==> src/rtl/rxa_pkg.sv <==
// Package rxa_pkg
// Purpose : default geometry shared by the receive buffer allocation filter.
// Assumes : identifier numbering with bit 28 as the most significant bit.
package rxa_pkg;
    localparam int unsigned RXA_NUM_BUF = 3;
    localparam int unsigned RXA_ID_W    = 29;
    localparam int unsigned RXA_FILT_HI = 28;
    localparam int unsigned RXA_FILT_LO = 18;
endpackage

==> src/rtl/rxa_match.sv <==
// Module  : rxa_match
// Purpose : masked identity comparison of one filter field against every
//           buffer identifier in parallel.
// Assumes : buf_fid packs buffer n at bits n*FILT_W +: FILT_W; mask bit 1
//           means "compare", 0 means "don't care". Purely combinational.
module rxa_match #(
    parameter int unsigned NUM_BUF = 3,
    parameter int unsigned FILT_W  = 11
) (
    input  logic [FILT_W-1:0]         rx_fid,
    input  logic [NUM_BUF*FILT_W-1:0] buf_fid,
    input  logic [FILT_W-1:0]         mask,
    output logic [NUM_BUF-1:0]        hit
);
    for (genvar b = 0; b < NUM_BUF; b++) begin : g_cmp
        logic [FILT_W-1:0] diff;
        // bits that differ and are not masked out
        assign diff   = (rx_fid ^ buf_fid[b*FILT_W +: FILT_W]) & mask;
        assign hit[b] = (diff == '0);
    end
endmodule

==> src/rtl/rxa_prio.sv <==
// Module  : rxa_prio
// Purpose : picks the lowest-numbered asserted hit, returns it one-hot and
//           as a code (index + 1, 0 when no hit).
// Assumes : CODE_W is wide enough for NUM_BUF + 1 values. Combinational.
module rxa_prio #(
    parameter int unsigned NUM_BUF = 3,
    parameter int unsigned CODE_W  = 2
) (
    input  logic [NUM_BUF-1:0] hit,
    output logic [NUM_BUF-1:0] pick,
    output logic [CODE_W-1:0]  code
);
    // scan from the top so the lowest index is written last and wins
    always_comb begin
        pick = '0;
        code = '0;
        for (int b = NUM_BUF - 1; b >= 0; b--) begin
            if (hit[b]) begin
                pick    = '0;
                pick[b] = 1'b1;
                code    = CODE_W'(b + 1);
            end
        end
    end
endmodule

==> src/rtl/rxa_flags.sv <==
// Module  : rxa_flags
// Purpose : per-buffer reception-OK and overrun flags.
// Assumes : store_sel is one-hot or zero and already qualified; a clear in
//           the same cycle as a store is applied before the store.
module rxa_flags #(
    parameter int unsigned NUM_BUF = 3
) (
    input  logic               clk,
    input  logic               rst_n,
    input  logic [NUM_BUF-1:0] store_sel,
    input  logic [NUM_BUF-1:0] clr_buf,
    input  logic               clr_all,
    output logic [NUM_BUF-1:0] ok_q,
    output logic [NUM_BUF-1:0] ovr_q
);
    for (genvar b = 0; b < NUM_BUF; b++) begin : g_buf
        logic wipe;
        logic ok_r;
        logic ovr_r;

        assign wipe = clr_all | clr_buf[b];

        // flag update: store wins over clear, clear acts on the old value
        always_ff @(posedge clk) begin
            if (!rst_n) begin
                ok_r  <= 1'b0;
                ovr_r <= 1'b0;
            end else if (store_sel[b]) begin
                ok_r  <= 1'b1;
                ovr_r <= ~wipe & (ok_r | ovr_r);
            end else if (wipe) begin
                ok_r  <= 1'b0;
                ovr_r <= 1'b0;
            end
        end

        assign ok_q[b]  = ok_r;
        assign ovr_q[b] = ovr_r;

        // an overrun never stands without the OK flag
        p_ovr_with_ok_r7: assert property (@(posedge clk) disable iff (!rst_n)
            ovr_r |-> ok_r);
        // a store always leaves the OK flag set
        p_store_sets_ok_r7: assert property (@(posedge clk) disable iff (!rst_n)
            store_sel[b] |=> ok_r);
        // a clear without a store empties both flags
        p_clear_empties_r8: assert property (@(posedge clk) disable iff (!rst_n)
            (wipe && !store_sel[b]) |=> (!ok_r && !ovr_r));
        // a clear together with a store leaves no overrun
        p_clear_then_store_r8: assert property (@(posedge clk) disable iff (!rst_n)
            (wipe && store_sel[b]) |=> (ok_r && !ovr_r));
    end
endmodule

==> src/rtl/rxa_trig.sv <==
// Module  : rxa_trig
// Purpose : one-cycle pulse when a completed frame carries the trigger id.
// Assumes : frame_done is a single-cycle strobe; filter outcome ignored.
module rxa_trig #(
    parameter int unsigned FILT_W = 11
) (
    input  logic              clk,
    input  logic              rst_n,
    input  logic              frame_done,
    input  logic [FILT_W-1:0] rx_fid,
    input  logic [FILT_W-1:0] trig_fid,
    output logic              trig_q
);
    // register the equality result for exactly one cycle per strobe
    always_ff @(posedge clk) begin
        if (!rst_n) trig_q <= 1'b0;
        else        trig_q <= frame_done && (rx_fid == trig_fid);
    end

    // a pulse only follows a sampled end-of-frame strobe
    p_trig_after_done_r11: assert property (@(posedge clk) disable iff (!rst_n)
        trig_q |-> $past(frame_done));
endmodule

==> src/rtl/rxbuf_alloc.sv <==
// Module  : rxbuf_alloc
// Purpose : top of the receive buffer allocation filter. Routes a completed,
//           error-free data frame to the lowest-numbered matching buffer,
//           keeps per-buffer flags and drives the trigger pulse.
// Assumes : frame_done is a one-cycle strobe qualified by frame_err and
//           rx_rtr in the same cycle; reset is synchronous, active low.
module rxbuf_alloc
    import rxa_pkg::*;
#(
    parameter int unsigned NUM_BUF = RXA_NUM_BUF,
    parameter int unsigned ID_W    = RXA_ID_W,
    parameter int unsigned FILT_HI = RXA_FILT_HI,
    parameter int unsigned FILT_LO = RXA_FILT_LO,
    localparam int unsigned FILT_W = FILT_HI - FILT_LO + 1,
    localparam int unsigned CODE_W = $clog2(NUM_BUF + 1)
) (
    input  logic                      clk,
    input  logic                      rst_n,
    input  logic                      frame_done,
    input  logic                      frame_err,
    input  logic                      rx_rtr,
    input  logic [ID_W-1:0]           rx_id,
    input  logic [NUM_BUF*FILT_W-1:0] buf_fid,
    input  logic [FILT_W-1:0]         acc_mask,
    input  logic [FILT_W-1:0]         trig_fid,
    input  logic [NUM_BUF-1:0]        clr_buf,
    input  logic                      clr_all,
    output logic [NUM_BUF-1:0]        store_en,
    output logic [CODE_W-1:0]         buf_code,
    output logic [NUM_BUF-1:0]        rx_ok,
    output logic [NUM_BUF-1:0]        rx_ovr,
    output logic                      trig_pulse
);
    logic [FILT_W-1:0]  rx_fid;
    logic [NUM_BUF-1:0] hit;
    logic [NUM_BUF-1:0] pick;
    logic [CODE_W-1:0]  pick_code;
    logic               good_frame;
    logic               accept;
    logic [NUM_BUF-1:0] store_sel;
    logic               unused_low_id;

    assign rx_fid        = rx_id[FILT_HI:FILT_LO];
    assign unused_low_id = ^rx_id[FILT_LO-1:0];

    assign good_frame = frame_done & ~frame_err;
    assign accept     = good_frame & ~rx_rtr;
    assign store_sel  = accept ? pick : '0;

    rxa_match #(.NUM_BUF(NUM_BUF), .FILT_W(FILT_W)) i_match (
        .rx_fid  (rx_fid),
        .buf_fid (buf_fid),
        .mask    (acc_mask),
        .hit     (hit)
    );

    rxa_prio #(.NUM_BUF(NUM_BUF), .CODE_W(CODE_W)) i_prio (
        .hit  (hit),
        .pick (pick),
        .code (pick_code)
    );

    rxa_flags #(.NUM_BUF(NUM_BUF)) i_flags (
        .clk       (clk),
        .rst_n     (rst_n),
        .store_sel (store_sel),
        .clr_buf   (clr_buf),
        .clr_all   (clr_all),
        .ok_q      (rx_ok),
        .ovr_q     (rx_ovr)
    );

    rxa_trig #(.FILT_W(FILT_W)) i_trig (
        .clk        (clk),
        .rst_n      (rst_n),
        .frame_done (frame_done),
        .rx_fid     (rx_fid),
        .trig_fid   (trig_fid),
        .trig_q     (trig_pulse)
    );

    // store enable: one-cycle registered copy of the qualified selection
    always_ff @(posedge clk) begin
        if (!rst_n) store_en <= '0;
        else        store_en <= store_sel;
    end

    // buffer code: refreshed on every error-free frame, held otherwise
    always_ff @(posedge clk) begin
        if (!rst_n)          buf_code <= '0;
        else if (good_frame) buf_code <= rx_rtr ? '0 : pick_code;
    end

    // never more than one buffer written
    p_onehot_store_r3: assert property (@(posedge clk) disable iff (!rst_n)
        $onehot0(store_en));
    // a remote request is never stored
    p_no_store_remote_r4: assert property (@(posedge clk) disable iff (!rst_n)
        (frame_done && rx_rtr) |=> (store_en == '0));
    // a store is always the echo of an error-free strobe
    p_store_after_done_r5: assert property (@(posedge clk) disable iff (!rst_n)
        (store_en != '0) |-> $past(frame_done && !frame_err));
    // a stored frame always reports a non-zero code
    p_code_on_store_r6: assert property (@(posedge clk) disable iff (!rst_n)
        (store_en != '0) |-> (buf_code != '0));
    // an errored frame changes nothing when no clear is pending
    p_err_quiet_r10: assert property (@(posedge clk) disable iff (!rst_n)
        (frame_done && frame_err && !clr_all && (clr_buf == '0)) |=>
        ((store_en == '0) && $stable(buf_code) && $stable(rx_ok) && $stable(rx_ovr)));
endmodule

==> config.mk <==
export PLATFORM = sky130hd
export DESIGN_NAME = rxbuf_alloc
export DESIGN_NICKNAME = d
export VERILOG_FILES = /design/src/rtl/rxa_pkg.sv /design/src/rtl/rxa_match.sv /design/src/rtl/rxa_prio.sv /design/src/rtl/rxa_flags.sv /design/src/rtl/rxa_trig.sv /design/src/rtl/rxbuf_alloc.sv
export SDC_FILE = /design/constraint.sdc
export NUM_CORES = 1
export LEC_CHECK = 0
export ABC_AREA = 0
export BUFFER_PORTS_ARGS = -buffer_cell sky130_fd_sc_hd__buf_2
export CAP_MARGIN = 20
export CORE_MARGIN = 4
export CORE_UTILIZATION = 37
export CTS_CLUSTER_DIAMETER = 30
export DETAILED_ROUTE_END_ITERATION = 8
export GPL_ROUTABILITY_DRIVEN = 0
export PLACE_DENSITY = 0.81
export SETUP_SLACK_MARGIN = 0.15
export SLEW_MARGIN = 20
export SYNTH_ARGS = -nofsm -noshare
export SYNTH_HDL_FRONTEND = slang
export SYNTH_HIERARCHICAL = 1
export SYNTH_SLANG_ARGS = --single-unit
export TNS_END_PERCENT = 1
==> constraint.sdc <==
create_clock -name clk -period 1.7 [get_ports clk]
set_input_delay 0.17 -clock clk [delete_from_list [all_inputs] [get_ports clk]]
set_output_delay 0.17 -clock clk [all_outputs]
set_load 0.02 [all_outputs]
==> impl_results.md, run 1 <==
* Outcome: complete, no violations
* Largest vdd supply drop at a little under 0.0002 V
* Setup TNS Final at 0 ns
* FMAX at 0.678 GHz
* Sort of element at the end of the critical path: flip-flop
* Fraction of final layout cells sized beyond drive strength 1 at between 50% and 60%
* Routed vias/inst at around 4.9
* Clk Tree Root Cell: sky130_fd_sc_hd__clkbuf_4
* Yosys warning count at 6
* Placed standard-cell area at 0.00158 sq mm
* EDFF count, synth at 0
* Type of element launching the critical path: primary input
* Final HPWL DP at around 2700 um
* Largest stage delay, worst path at about 0.24 ns
* Detailed-routing iteration count for the pre-antenna-repair pass at 4
* Clock Sink Count at 12
* Aggregate global routing overflow at 0
* Time the worst path needs with I/O delays and setup at between 1 and 1.5 ns
* Setup repair after global routing missed its margin: yes
* Path type of the worst min-delay path: in2reg
* Die boundary width at 62.7 um
* Initial antenna violation count at 0
* Synth Cell Area at approximately 0.0011 sq mm
* Die Span Y at 62.7 um
* Count of buffers from port buffering at 86
* Synth Area per Inst at between 8 and 9 sq um
* Design area at about 0.0017 sq mm
* Core Area at roughly 0.0028 sq mm
* Drt drc at 0
* Worst path arrival time at between 1.5 and 2 ns
* Total track usage at 15.1%
* Net count of the mapped netlist at about 220
* Slew at the pin closest to its max-slew limit at around 0.32 ns
* Synth Flop Type: sky130_fd_sc_hd__dfxtp_1
* Number of synthesized register bits at 12
* Maximum number of pins on one net before global-route repair at 9
* LEAKAGE at about 0.8 nW
* Worst-case headroom to the max-slew limit at 78.9%
* Global-route wire length before repair at between 4000 and 5000 um
* Die area at between 0.003 and 0.004 sq mm
* Final setup fails at 0
* Placement Setup Slack at -0.168 ns
* Starting Density at about two fifths
* Final hold slack at roughly 0.073 ns
* Routed Antenna Nets at 0
* Latest clock arrival within the worst-skew pair at approximately 0.27 ns
* Period Utilization, post-route at between 80 and 90%
* Violation count after the first detailed-routing iteration at 24
* Area overhead of the layout relative to synthesis at 49.9%
* Clock buffers created by TritonCTS at 3
* Overall routed net length at roughly 3100 um
* CP Cell Sequence: buf_2 -> xor2_1 -> a22o_1 -> a221oi_2 -> and3_4 -> nor2b_1 -> nand2b_1 -> nor2_2 -> a21oi_1 -> nor3_2
* Total power of the final layout at ~0.77 mW
* Ant. Diodes at 0
* Vias in the first global route at roughly 1200
* CTS tree: built
* Total count of max-transition violations in the final report at 0
* Synth Instances at 124
* Average wire per standard cell at between 10 and 15 um
* CTS max path bufs at 2
* Sequential-to-total area share from yosys stat at between 20% and 30%
* Count of vias placed by the detailed router at 1203
* I/O pins at ~110
* Share of synthesized flip-flops with an asynchronous set or reset at 0%
* Number of placement rows at 19
* Worst setup margin at 0.224 ns
* Final worst clock skew at approximately 0.0021 ns
* Required time reported for the critical path endpoint at 1.90 ns
* Largest fanout on the critical path at 4
* Clock H-tree levels at 1
* Post-CTS Hold Fix Bufs at 0
* Power density cells at between 400 and 500 mW/mm^2
* Max-cap violation count at 0
* Number of nets in the final layout at slightly above 300
* Hold Violations, Final at 0
* Number of distinct standard cells referenced by the synthesized netlist at 25
* Clock transition at the registers of the reported paths at roughly 0.070 ns
* Setup bufs post-CTS at 0
* Critical Setup Path Class: in2reg
* Crit-path slowest cell: sky130_fd_sc_hd__a22o_1
synthesized netlist by cell type, drive strengths merged (2+ instances only):
cell type,count,area share [%]
a21boi,2,1.4
xnor2,11,8.7
nand3b,2,1.4
nand2b,8,5.9
o21a,2,1.4
a21oi,3,1.4
nand4,2,1.1
buf,7,4.7
dfxtp,12,22
a22o,6,4.7
a221oi,6,4.7
nor3b,2,1.4
xor2,33,26
nor2,9,3.3
nor3,3,2.7
a222oi,3,2.7
and3,3,1.7
nand2,5,1.7
nor2b,2,1.4
critical path, delay by kind of cell:
family          cells  cell delay, ns
buf+inv             1            0.13
xor+xnor            1            0.16
simple gates        5            0.71
compound gates      3            0.51
cell usage in the layout, fill, tap and decap left out:
cell type                  count
sky130_fd_sc_hd__buf_4         7
sky130_fd_sc_hd__a22o_1        6
sky130_fd_sc_hd__nand3b_1      2
sky130_fd_sc_hd__nand2_1       5
sky130_fd_sc_hd__a21oi_2       1
sky130_fd_sc_hd__nand3_1       1
sky130_fd_sc_hd__a222oi_1      3
sky130_fd_sc_hd__o21ai_1       1
sky130_fd_sc_hd__o21a_1        2
sky130_fd_sc_hd__xnor2_1      11
sky130_fd_sc_hd__nor4_2        1
sky130_fd_sc_hd__a21oi_1       2
sky130_fd_sc_hd__nor3_2        3
sky130_fd_sc_hd__nand2b_1      6
sky130_fd_sc_hd__nor2b_1       1
sky130_fd_sc_hd__nor2b_2       1
sky130_fd_sc_hd__nor3b_1       2
sky130_fd_sc_hd__a21boi_1      2
sky130_fd_sc_hd__dfxtp_1      12
sky130_fd_sc_hd__xor2_1       33
sky130_fd_sc_hd__buf_2        86
sky130_fd_sc_hd__nand2b_4      2
sky130_fd_sc_hd__and3_4        3
sky130_fd_sc_hd__a221oi_2      6
sky130_fd_sc_hd__nand4_1       2
sky130_fd_sc_hd__clkbuf_4      3
sky130_fd_sc_hd__nor2_1        6
sky130_fd_sc_hd__nor2_2        3
path summary, 6_finish.rpt:
check | startpoint | to | slack, ns | cells past startpoint
setup reg to reg | i_flags/g_buf[2].ok_r$_SDFFE_PN0P_ | i_flags/g_buf[2].ok_r$_SDFFE_PN0P_ | 0.98 | 2
hold / removal | clr_buf[1] | i_flags/g_buf[1].ovr_r$_SDFFE_PN0P_ | 0.07 | 2
hold reg to reg | buf_code[1]$_SDFFE_PN0P_ | buf_code[1]$_SDFFE_PN0P_ | 0.45 | 2
setup / recovery | rx_id[20] | i_flags/g_buf[1].ovr_r$_SDFFE_PN0P_ | 0.22 | 10
flip-flops by register name, indices dropped and copies added (netlist names):
register and cells:
store_en 3, buf_code 2, i_trig/trig_q 1, i_flags/g_buf.ok_r 3
i_flags/g_buf.ovr_r 3
per-layer routing:
metal  wire length (um)  share of wire (%)  GRT usage (%)  up-vias
met3                364                 12           5.58        7
met4                 68                2.2           6.89        0
li1                   -                  -              -      615
met2               1490                 48           26.5       70
met5                  0                  0              0        -
met1               1150                 37           15.9      511
area by class of cell:
type | count | area, sq um
fill | 248 | 1140
multi-input combinational | 105 | 876
timing repair buffer | 93 | 483
sequential | 12 | 240
tap | 31 | 38.8
clock buffer | 3 | 22.5
logic make-up after synthesis:
| kind of cell | synth area share, % |
|---|---|
| DFF | 21.7 |
| and+or+nand+nor | 22.0 |
| xor gates and xnor gates | 34.8 |
| buffers and inverters | 4.75 |
| AOI/OAI and AO/OA | 16.7 |
through the flow:
step	utilization (%)	instances
detailed placement	56.2	241
CTS	57.1	244
global placement	56.2	241
floorplan	-	124
global route	59.2	244
finish	59.2	244
where the power goes:
group / switching, mW / internal, mW / total (mW)
clock network: 0.0884 / 0.0820 / 0.170
registers: 0.000582 / 0.282 / 0.283
logic: 0.146 / 0.172 / 0.318
what timing repair did:
action | 4_1_cts | 5_1_grt
resized for setup | 1 | 12
endpoints found under the setup margin | 2 | 6
pin swaps | 1 | 3
Note: power is estimated with default switching activity, not from simulation.
==> run 2: changes to the inputs <==
--- a/config.mk
+++ b/config.mk
@@ -6,7 +6,7 @@
 export NUM_CORES = 1
 export LEC_CHECK = 0
 export ABC_AREA = 0
-export BUFFER_PORTS_ARGS = -buffer_cell sky130_fd_sc_hd__buf_2
+export BUFFER_PORTS_ARGS = -buffer_cell sky130_fd_sc_hd__clkbuf_2
 export CAP_MARGIN = 20
 export CORE_MARGIN = 4
 export CORE_UTILIZATION = 37
@@ -14,6 +14,7 @@
 export DETAILED_ROUTE_END_ITERATION = 8
 export GPL_ROUTABILITY_DRIVEN = 0
 export PLACE_DENSITY = 0.81
+export REMOVE_ABC_BUFFERS = 1
 export SETUP_SLACK_MARGIN = 0.15
 export SLEW_MARGIN = 20
 export SYNTH_ARGS = -nofsm -noshare
==> run 2 against run 1 <==
Net effect: clock power is essentially flat; hold slack lost 0.0010 ns; power grew 0.35%; critical path type unchanged; utilization grew 1.2 points; wire length shrank 1.9%; global-route usage grew 0.76 points; first-iteration DRC count grew 29%; clock skew shrank 0.0020 ns; worst setup slack lost 0.0058 ns; register-to-register slack is essentially flat; die area is the same; cell count grew 2.0%.
==> impl_results.md, run 2 (same netlist as run 1, synthesis figures left out) <==
* Outcome: complete, no violations (unchanged)
* Count of vias placed by the detailed router at 1218 (was 1203)
* I/O pins at 105 (unchanged)
* Critical Setup Path Class: in2reg (unchanged)
* Latest clock arrival within the worst-skew pair at 0.27 ns (about the same)
* Drt drc at 0 (unchanged)
* Post-CTS Hold Fix Bufs at 0 (unchanged)
* Core Area at 0.00281 sq mm (unchanged)
* Initial antenna violation count at 0 (unchanged)
* FMAX at 0.675 GHz (was 0.678 GHz)
* Clock buffers created by TritonCTS at 3 (unchanged)
* Design area at 0.00170 sq mm (was 0.00166 sq mm)
* Time the worst path needs with I/O delays and setup at 1.48 ns (about the same)
* Clk Tree Root Cell: sky130_fd_sc_hd__clkbuf_4 (unchanged)
* Worst setup margin at 0.219 ns (was 0.224 ns)
* Most frequent cells in the layout: sky130_fd_sc_hd__clkbuf_2, sky130_fd_sc_hd__xor2_1, sky130_fd_sc_hd__dfxtp_1, sky130_fd_sc_hd__buf_4, sky130_fd_sc_hd__xnor2_1 (was sky130_fd_sc_hd__buf_2, sky130_fd_sc_hd__xor2_1, sky130_fd_sc_hd__dfxtp_1, sky130_fd_sc_hd__xnor2_1, sky130_fd_sc_hd__buf_4)
* Total track usage at 15.8% (was 15.1%)
* Worst path arrival time at 1.68 ns (about the same)
* Violation count after the first detailed-routing iteration at 31 (was 24)
* Type of element launching the critical path: primary input (unchanged)
* Die Span Y at 62.7 um (unchanged)
* Vias in the first global route at 1316 (was 1193)
* Switching portion of total power at 30.0% (was 30.4%)
* Proportion of power drawn by the clock network at 21.7% (was 22.1%)
* Most common cell after layout, fill and taps aside: sky130_fd_sc_hd__clkbuf_2 (was sky130_fd_sc_hd__buf_2)
* Launching point of the worst reg2reg path: i_flags/g_buf[2].ok_r$_SDFFE_PN0P_ (unchanged)
* CTS max path bufs at 2 (unchanged)
* Worst setup path startpoint: rx_id[26] (was rx_id[20])
* Count of buffers from port buffering at 86 (unchanged)
* Number of nets in the final layout at 313 (was 308)
* Power density cells at 456 mW/mm^2 (was 464 mW/mm^2)
* Relative contribution of sequential cells to total power at 36.6% (was 36.7%)
* Net switching component of the power at 0.232 mW (was 0.235 mW)
* Placement Setup Slack at -0.209 ns (was -0.168 ns)
* Area overhead of the layout relative to synthesis at 53.1% (was 49.9%)
* Average wire per standard cell at 12.1 um (was 12.6 um)
* Total count of max-transition violations in the final report at 0 (unchanged)
* Setup repair after global routing missed its margin: yes (unchanged)
* Slew at the pin closest to its max-slew limit at 0.360 ns (was 0.317 ns)
* Clock Sink Count at 12 (unchanged)
* Routed Antenna Nets at 0 (unchanged)
* Max-cap violation count at 0 (unchanged)
* Largest vdd supply drop at 0.000232 V (was 0.000193 V)
* Sort of element at the end of the critical path: flip-flop (unchanged)
* Hold Violations, Final at 0 (unchanged)
* Clock H-tree levels at 1 (unchanged)
* Clock transition at the registers of the reported paths at 0.07 ns (about the same)
* Maximum number of pins on one net before global-route repair at 9 (unchanged)
* Placed standard-cell area at 0.00161 sq mm (was 0.00158 sq mm)
* CTS tree: built (unchanged)
* Die boundary width at 62.7 um (unchanged)
* Overall routed net length at 3020 um (was 3080 um)
* LEAKAGE at 0.831 nW (was 0.799 nW)
* Gate power share at 41.8% (was 41.2%)
* Required time reported for the critical path endpoint at 1.90 ns (about the same)
* Final worst clock skew at 0.000139 ns (was 0.00214 ns)
* Period Utilization, post-route at 87.1% (was 86.8%)
* Startpoint of the most critical hold path: clr_buf[0] (was clr_buf[1])
* Global-route wire length before repair at 5170 um (was 4830 um)
* Final setup fails at 0 (unchanged)
* Die area at 0.00393 sq mm (unchanged)
* Final HPWL DP at 2750 um (about the same)
* Total power of the final layout at 0.774 mW (was 0.771 mW)
* Largest registers: i_flags/g_buf.ok_r (3), i_flags/g_buf.ovr_r (3), store_en (3) (unchanged)
* Internal Dissipation at 0.542 mW (was 0.536 mW)
* Fraction of final layout cells sized beyond drive strength 1 at 55.5% (was 54.5%)
* Starting Density at 39.5% (unchanged)
* Number of placement rows at 19 (unchanged)
* Aggregate global routing overflow at 0 (unchanged)
* Detailed-routing iteration count for the pre-antenna-repair pass at 5 (was 4)
* Worst-case headroom to the max-slew limit at 76.0% (was 78.9%)
* Path type of the worst min-delay path: in2reg (unchanged)
* Largest fanout on the critical path at 4 (unchanged)
* Ant. Diodes at 0 (unchanged)
* Routed vias/inst at 4.89 (was 4.93)
[run 2: per-layer routing]
layer | global-route usage [%] | routed length, um
met5 | 0 | 0
met4 | 4.96 | 27
met3 | 4.32 | 355
met2 | 30.2 | 1550
met1 | 16.6 | 1090
[run 2: layout make-up]
| class | instances | area (sq um) |
|---|---|---|
| well taps | 31 | 38.8 |
| fillers | 268 | 1110 |
| multi-input cells | 105 | 873 |
| flip-flops and latches | 12 | 240 |
| repair buffers | 98 | 520 |
| clock buffers | 3 | 22.5 |
[run 2: worst paths after layout]
check                                   endpoint  slack (ns)  cells past startpoint
min reg2reg             buf_code[0]$_SDFFE_PN0P_        0.45                      2
min          i_flags/g_buf[0].ovr_r$_SDFFE_PN0P_        0.07                      2
max reg2reg   i_flags/g_buf[2].ok_r$_SDFFE_PN0P_        0.97                      2
max          i_flags/g_buf[1].ovr_r$_SDFFE_PN0P_        0.22                     10
[run 2: stage by stage]
| step | instances | utilization [%] | TNS, ns | hold slack [ns] |
|---|---|---|---|---|
| 2_1_floorplan | 117 | - | 0 | 0.240 |
| 3_3_place_gp | 245 | 57.3 | -0.778 | 0.356 |
| 3_5_place_dp | 245 | 57.3 | -0.898 | 0.354 |
| 4_1_cts | 249 | 59.1 | 0 | 0.0642 |
| 5_1_grt | 249 | 60.4 | 0 | 0.0653 |
| 6_report | 249 | 60.4 | 0 | 0.0718 |
[run 2: critical path: stages]
cell	delay [ns]
sky130_fd_sc_hd__clkbuf_2	0.13
sky130_fd_sc_hd__xor2_1	0.17
sky130_fd_sc_hd__a22o_1	0.25
sky130_fd_sc_hd__a221oi_2	0.17
sky130_fd_sc_hd__and3_1	0.23
sky130_fd_sc_hd__nor2b_2	0.16
sky130_fd_sc_hd__nand2b_1	0.09
sky130_fd_sc_hd__nor2_2	0.12
sky130_fd_sc_hd__a21oi_1	0.10
sky130_fd_sc_hd__nor3_2	0.11
[run 2: what timing repair did]
action | 4_1_cts | 5_1_grt
endpoints found under the setup margin | 3 | 7
gates resized for setup | 4 | 9
buffers inserted | 1 | 0
hold endpoints to repair | 0 | 0
pin swaps | 3 | 3
[run 2: power groups by stage]
stage               clock network, mW  logic (mW)  registers, mW
global placement                    0       0.295          0.289
global route                    0.194       0.356          0.283
CTS                             0.176       0.314          0.283
detailed placement                  0       0.302          0.289
finish                          0.168       0.323          0.283
floorplan                           0       0.134          0.291
==> run 3: changes to the inputs <==
--- a/config.mk
+++ b/config.mk
@@ -8,7 +8,6 @@
 export ABC_AREA = 0
 export BUFFER_PORTS_ARGS = -buffer_cell sky130_fd_sc_hd__clkbuf_2
 export CAP_MARGIN = 20
-export CORE_MARGIN = 4
 export CORE_UTILIZATION = 37
 export CTS_CLUSTER_DIAMETER = 30
 export DETAILED_ROUTE_END_ITERATION = 8
==> run 3 against run 2 <==
Net effect: the flow now finishes with violations (design-rule violations); flip-flop and latch count did not move; worst setup slack worse by 0.023 ns; power shrank 0.52%; clock skew about the same; count of clock-buffer cells in the layout unchanged; cell count down 1.2%; global-route usage up 1.8 points; largest cell class unchanged; via count is 0.90% lower.
==> impl_results.md, run 3 (same netlist as run 1, synthesis figures left out) <==
* Outcome: finished, violations left (was complete, no violations)
* Violations in the final reports: design-rule violations
* Number of cells in the finished layout apart from fillers at 246 (was 249)
* Final HPWL DP at 2450 um (was 2750 um)
* I/O pins at 105 (unchanged)
* Count of buffers from port buffering at 86 (unchanged)
* Path depth of the worst reg2reg path at 2 (unchanged)
* Vias in the first global route at 1124 (was 1316)
* Routed vias/inst at 4.91 (was 4.89)
* Sequential standard cell area at 240 sq um (unchanged)
* Period Utilization, post-route at 88.5% (was 87.1%)
* Die boundary width at 56.7 um (was 62.7 um)
* Number of placed instances, taps included at 241 (was 245)
* Power density cells at 457 mW/mm^2 (was 456 mW/mm^2)
* Average wire per standard cell at 11.7 um (was 12.1 um)
* CTS tree: built (unchanged)
* Total track usage at 17.7% (was 15.8%)
* Largest fanout on the critical path at 5 (was 4)
* Worst hold path stage count at 2 (unchanged)
* CTS max path bufs at 2 (unchanged)
* Required time reported for the critical path endpoint at 1.86 ns (was 1.90 ns)
* Startpoint of the most critical hold path: clr_buf[1] (was clr_buf[0])
* Total power of the final layout at 0.770 mW (was 0.774 mW)
* Worst reg2reg path endpoint: i_flags/g_buf[2].ok_r$_SDFFE_PN0P_ (unchanged)
* Worst path arrival time at 1.67 ns (was 1.68 ns)
* Aggregate global routing overflow at 0 (unchanged)
* Clock buffers created by TritonCTS at 3 (unchanged)
* Final setup fails at 0 (unchanged)
* Overall routed net length at 2880 um (was 3020 um)
* Clock transition at the registers of the reported paths at 0.07 ns (about the same)
* Most frequent cells in the layout: sky130_fd_sc_hd__clkbuf_2, sky130_fd_sc_hd__xor2_1, sky130_fd_sc_hd__dfxtp_1, sky130_fd_sc_hd__buf_4, sky130_fd_sc_hd__xnor2_1 (unchanged)
* Most common cell after layout, fill and taps aside: sky130_fd_sc_hd__clkbuf_2 (unchanged)
* Clock Sink Count at 12 (unchanged)
* Initial antenna violation count at 0 (unchanged)
* Sort of element at the end of the critical path: flip-flop (unchanged)
* Largest registers: i_flags/g_buf.ok_r (3), i_flags/g_buf.ovr_r (3), store_en (3) (unchanged)
* Area overhead of the layout relative to synthesis at 52.1% (was 53.1%)
* Violation count after the first detailed-routing iteration at 35 (was 31)
* Fraction of final layout cells sized beyond drive strength 1 at 54.4% (was 55.5%)
* Starting Density at 39.5% (unchanged)
* Type of element launching the critical path: primary input (unchanged)
* FMAX at 0.665 GHz (was 0.675 GHz)
* Slew at the pin closest to its max-slew limit at 0.303 ns (was 0.360 ns)
* Largest vdd supply drop at 0.000221 V (was 0.000232 V)
* Detailed-routing iteration count for the pre-antenna-repair pass at 6 (was 5)
* Time the worst path needs with I/O delays and setup at 1.50 ns (was 1.48 ns)
* Maximum number of pins on one net before global-route repair at 9 (unchanged)
* Die area at 0.00322 sq mm (was 0.00393 sq mm)
* Final worst clock skew at 0.000191 ns (was 0.000139 ns)
* Setup repair after global routing missed its margin: yes (unchanged)
* Ant. Diodes at 0 (unchanged)
* Path type of the worst min-delay path: in2reg (unchanged)
* Drt drc at 10 (was 0)
* Number of placement rows at 19 (unchanged)
* Worst-case headroom to the max-slew limit at 79.8% (was 76.0%)
* Critical Setup Path Class: in2reg (unchanged)
* Clock H-tree levels at 1 (unchanged)
* LEAKAGE at 0.819 nW (was 0.831 nW)
* Total count of max-transition violations in the final report at 0 (unchanged)
* Reg-to-reg slack, setup at 0.96 ns (was 0.97 ns)
* Combined area of the multi-input logic cells at 873 sq um (unchanged)
* Die Span Y at 56.7 um (was 62.7 um)
* Clk Tree Root Cell: sky130_fd_sc_hd__clkbuf_4 (unchanged)
* Worst min-delay path endpoint: i_flags/g_buf[1].ovr_r$_SDFFE_PN0P_ (was i_flags/g_buf[0].ovr_r$_SDFFE_PN0P_)
* Latest clock arrival within the worst-skew pair at 0.27 ns (about the same)
* Core Area at 0.00281 sq mm (unchanged)
* Launching point of the worst reg2reg path: i_flags/g_buf[2].ok_r$_SDFFE_PN0P_ (unchanged)
* Number of nets in the final layout at 310 (was 313)
* Routed Antenna Nets at 0 (unchanged)
* Max-cap violation count at 0 (unchanged)
* Global-route wire length before repair at 4470 um (was 5170 um)
* Count of vias placed by the detailed router at 1207 (was 1218)
* Hold Violations, Final at 0 (unchanged)
* Fill cell instance count of the final layout at 247 (was 268)
[run 3: power breakdown]
part / internal, mW / switching (mW)
registers: 0.282 / 0.000672
clock network: 0.0819 / 0.0831
logic: 0.175 / 0.147
total: 0.539 / 0.231
[run 3: layout make-up]
| cell class | count | share of cell area (%) |
|---|---|---|
| clock buffers | 3 | 1.34 |
| repair buffers | 95 | 30.2 |
| flip-flops and latches | 12 | 14.3 |
| multi-input cells | 105 | 51.9 |
| well taps | 31 | 2.30 |
[run 3: timing repair]
action,4_1_cts,5_1_grt
buffers inserted,0,2
pin swaps,2,12
hold buffers,0,0
gates resized for setup,5,15
endpoints found under the setup margin,2,6
[run 3: how the worst max path moves through the flow]
stage / from / endpoint / slack (ns) / cells after the start
detailed placement: rx_id[20] / i_flags/g_buf[2].ovr_r$_SDFFE_PN0P_ / -0.16 / 11
floorplan: rx_id[20] / i_flags/g_buf[2].ovr_r$_SDFFE_PN0P_ / 0.19 / 10
global route: buf_fid[30] / i_flags/g_buf[2].ovr_r$_SDFFE_PN0P_ / 0.09 / 11
global placement: rx_id[20] / i_flags/g_buf[2].ovr_r$_SDFFE_PN0P_ / -0.13 / 11
finish: rx_id[20] / i_flags/g_buf[1].ovr_r$_SDFFE_PN0P_ / 0.20 / 10
CTS: rx_id[26] / i_flags/g_buf[1].ovr_r$_SDFFE_PN0P_ / 0.16 / 10
[run 3: worst max-delay path: stages]
cell                       delay, ns
sky130_fd_sc_hd__buf_4          0.13
sky130_fd_sc_hd__xor2_1         0.14
sky130_fd_sc_hd__a22o_1         0.22
sky130_fd_sc_hd__a221oi_1       0.22
sky130_fd_sc_hd__and3_2         0.30
sky130_fd_sc_hd__nor2b_1        0.07
sky130_fd_sc_hd__nand2b_1       0.11
sky130_fd_sc_hd__nor2_2         0.06
sky130_fd_sc_hd__a21oi_1        0.20
sky130_fd_sc_hd__nor3_2         0.05
[run 3: layer usage]
metal | track usage [%] | wire length, um | part of all wire [%] | vias up
met5 | 0 | 0 | 0 | -
met4 | 5.36 | 16 | 0.56 | 0
met3 | 2.53 | 180 | 6.3 | 2
met2 | 34.4 | 1510 | 52 | 58
met1 | 19.4 | 1170 | 41 | 528
li1 | - | - | - | 619
[run 3: through the flow]
stage                     utilization [%]  setup WS, ns  hold slack [ns]  instance area [sq um]  setup TNS [ns]
final                                60.0         0.195           0.0779                   1680               0
after global routing                 60.0        0.0881           0.0774                   1680               0
after CTS                            57.9         0.157           0.0744                   1630               0
after detailed placement             56.2        -0.155            0.360                   1580          -0.555
after global placement               56.2        -0.133            0.358                   1580          -0.443
after floorplan                         -         0.195            0.240                   1050               0
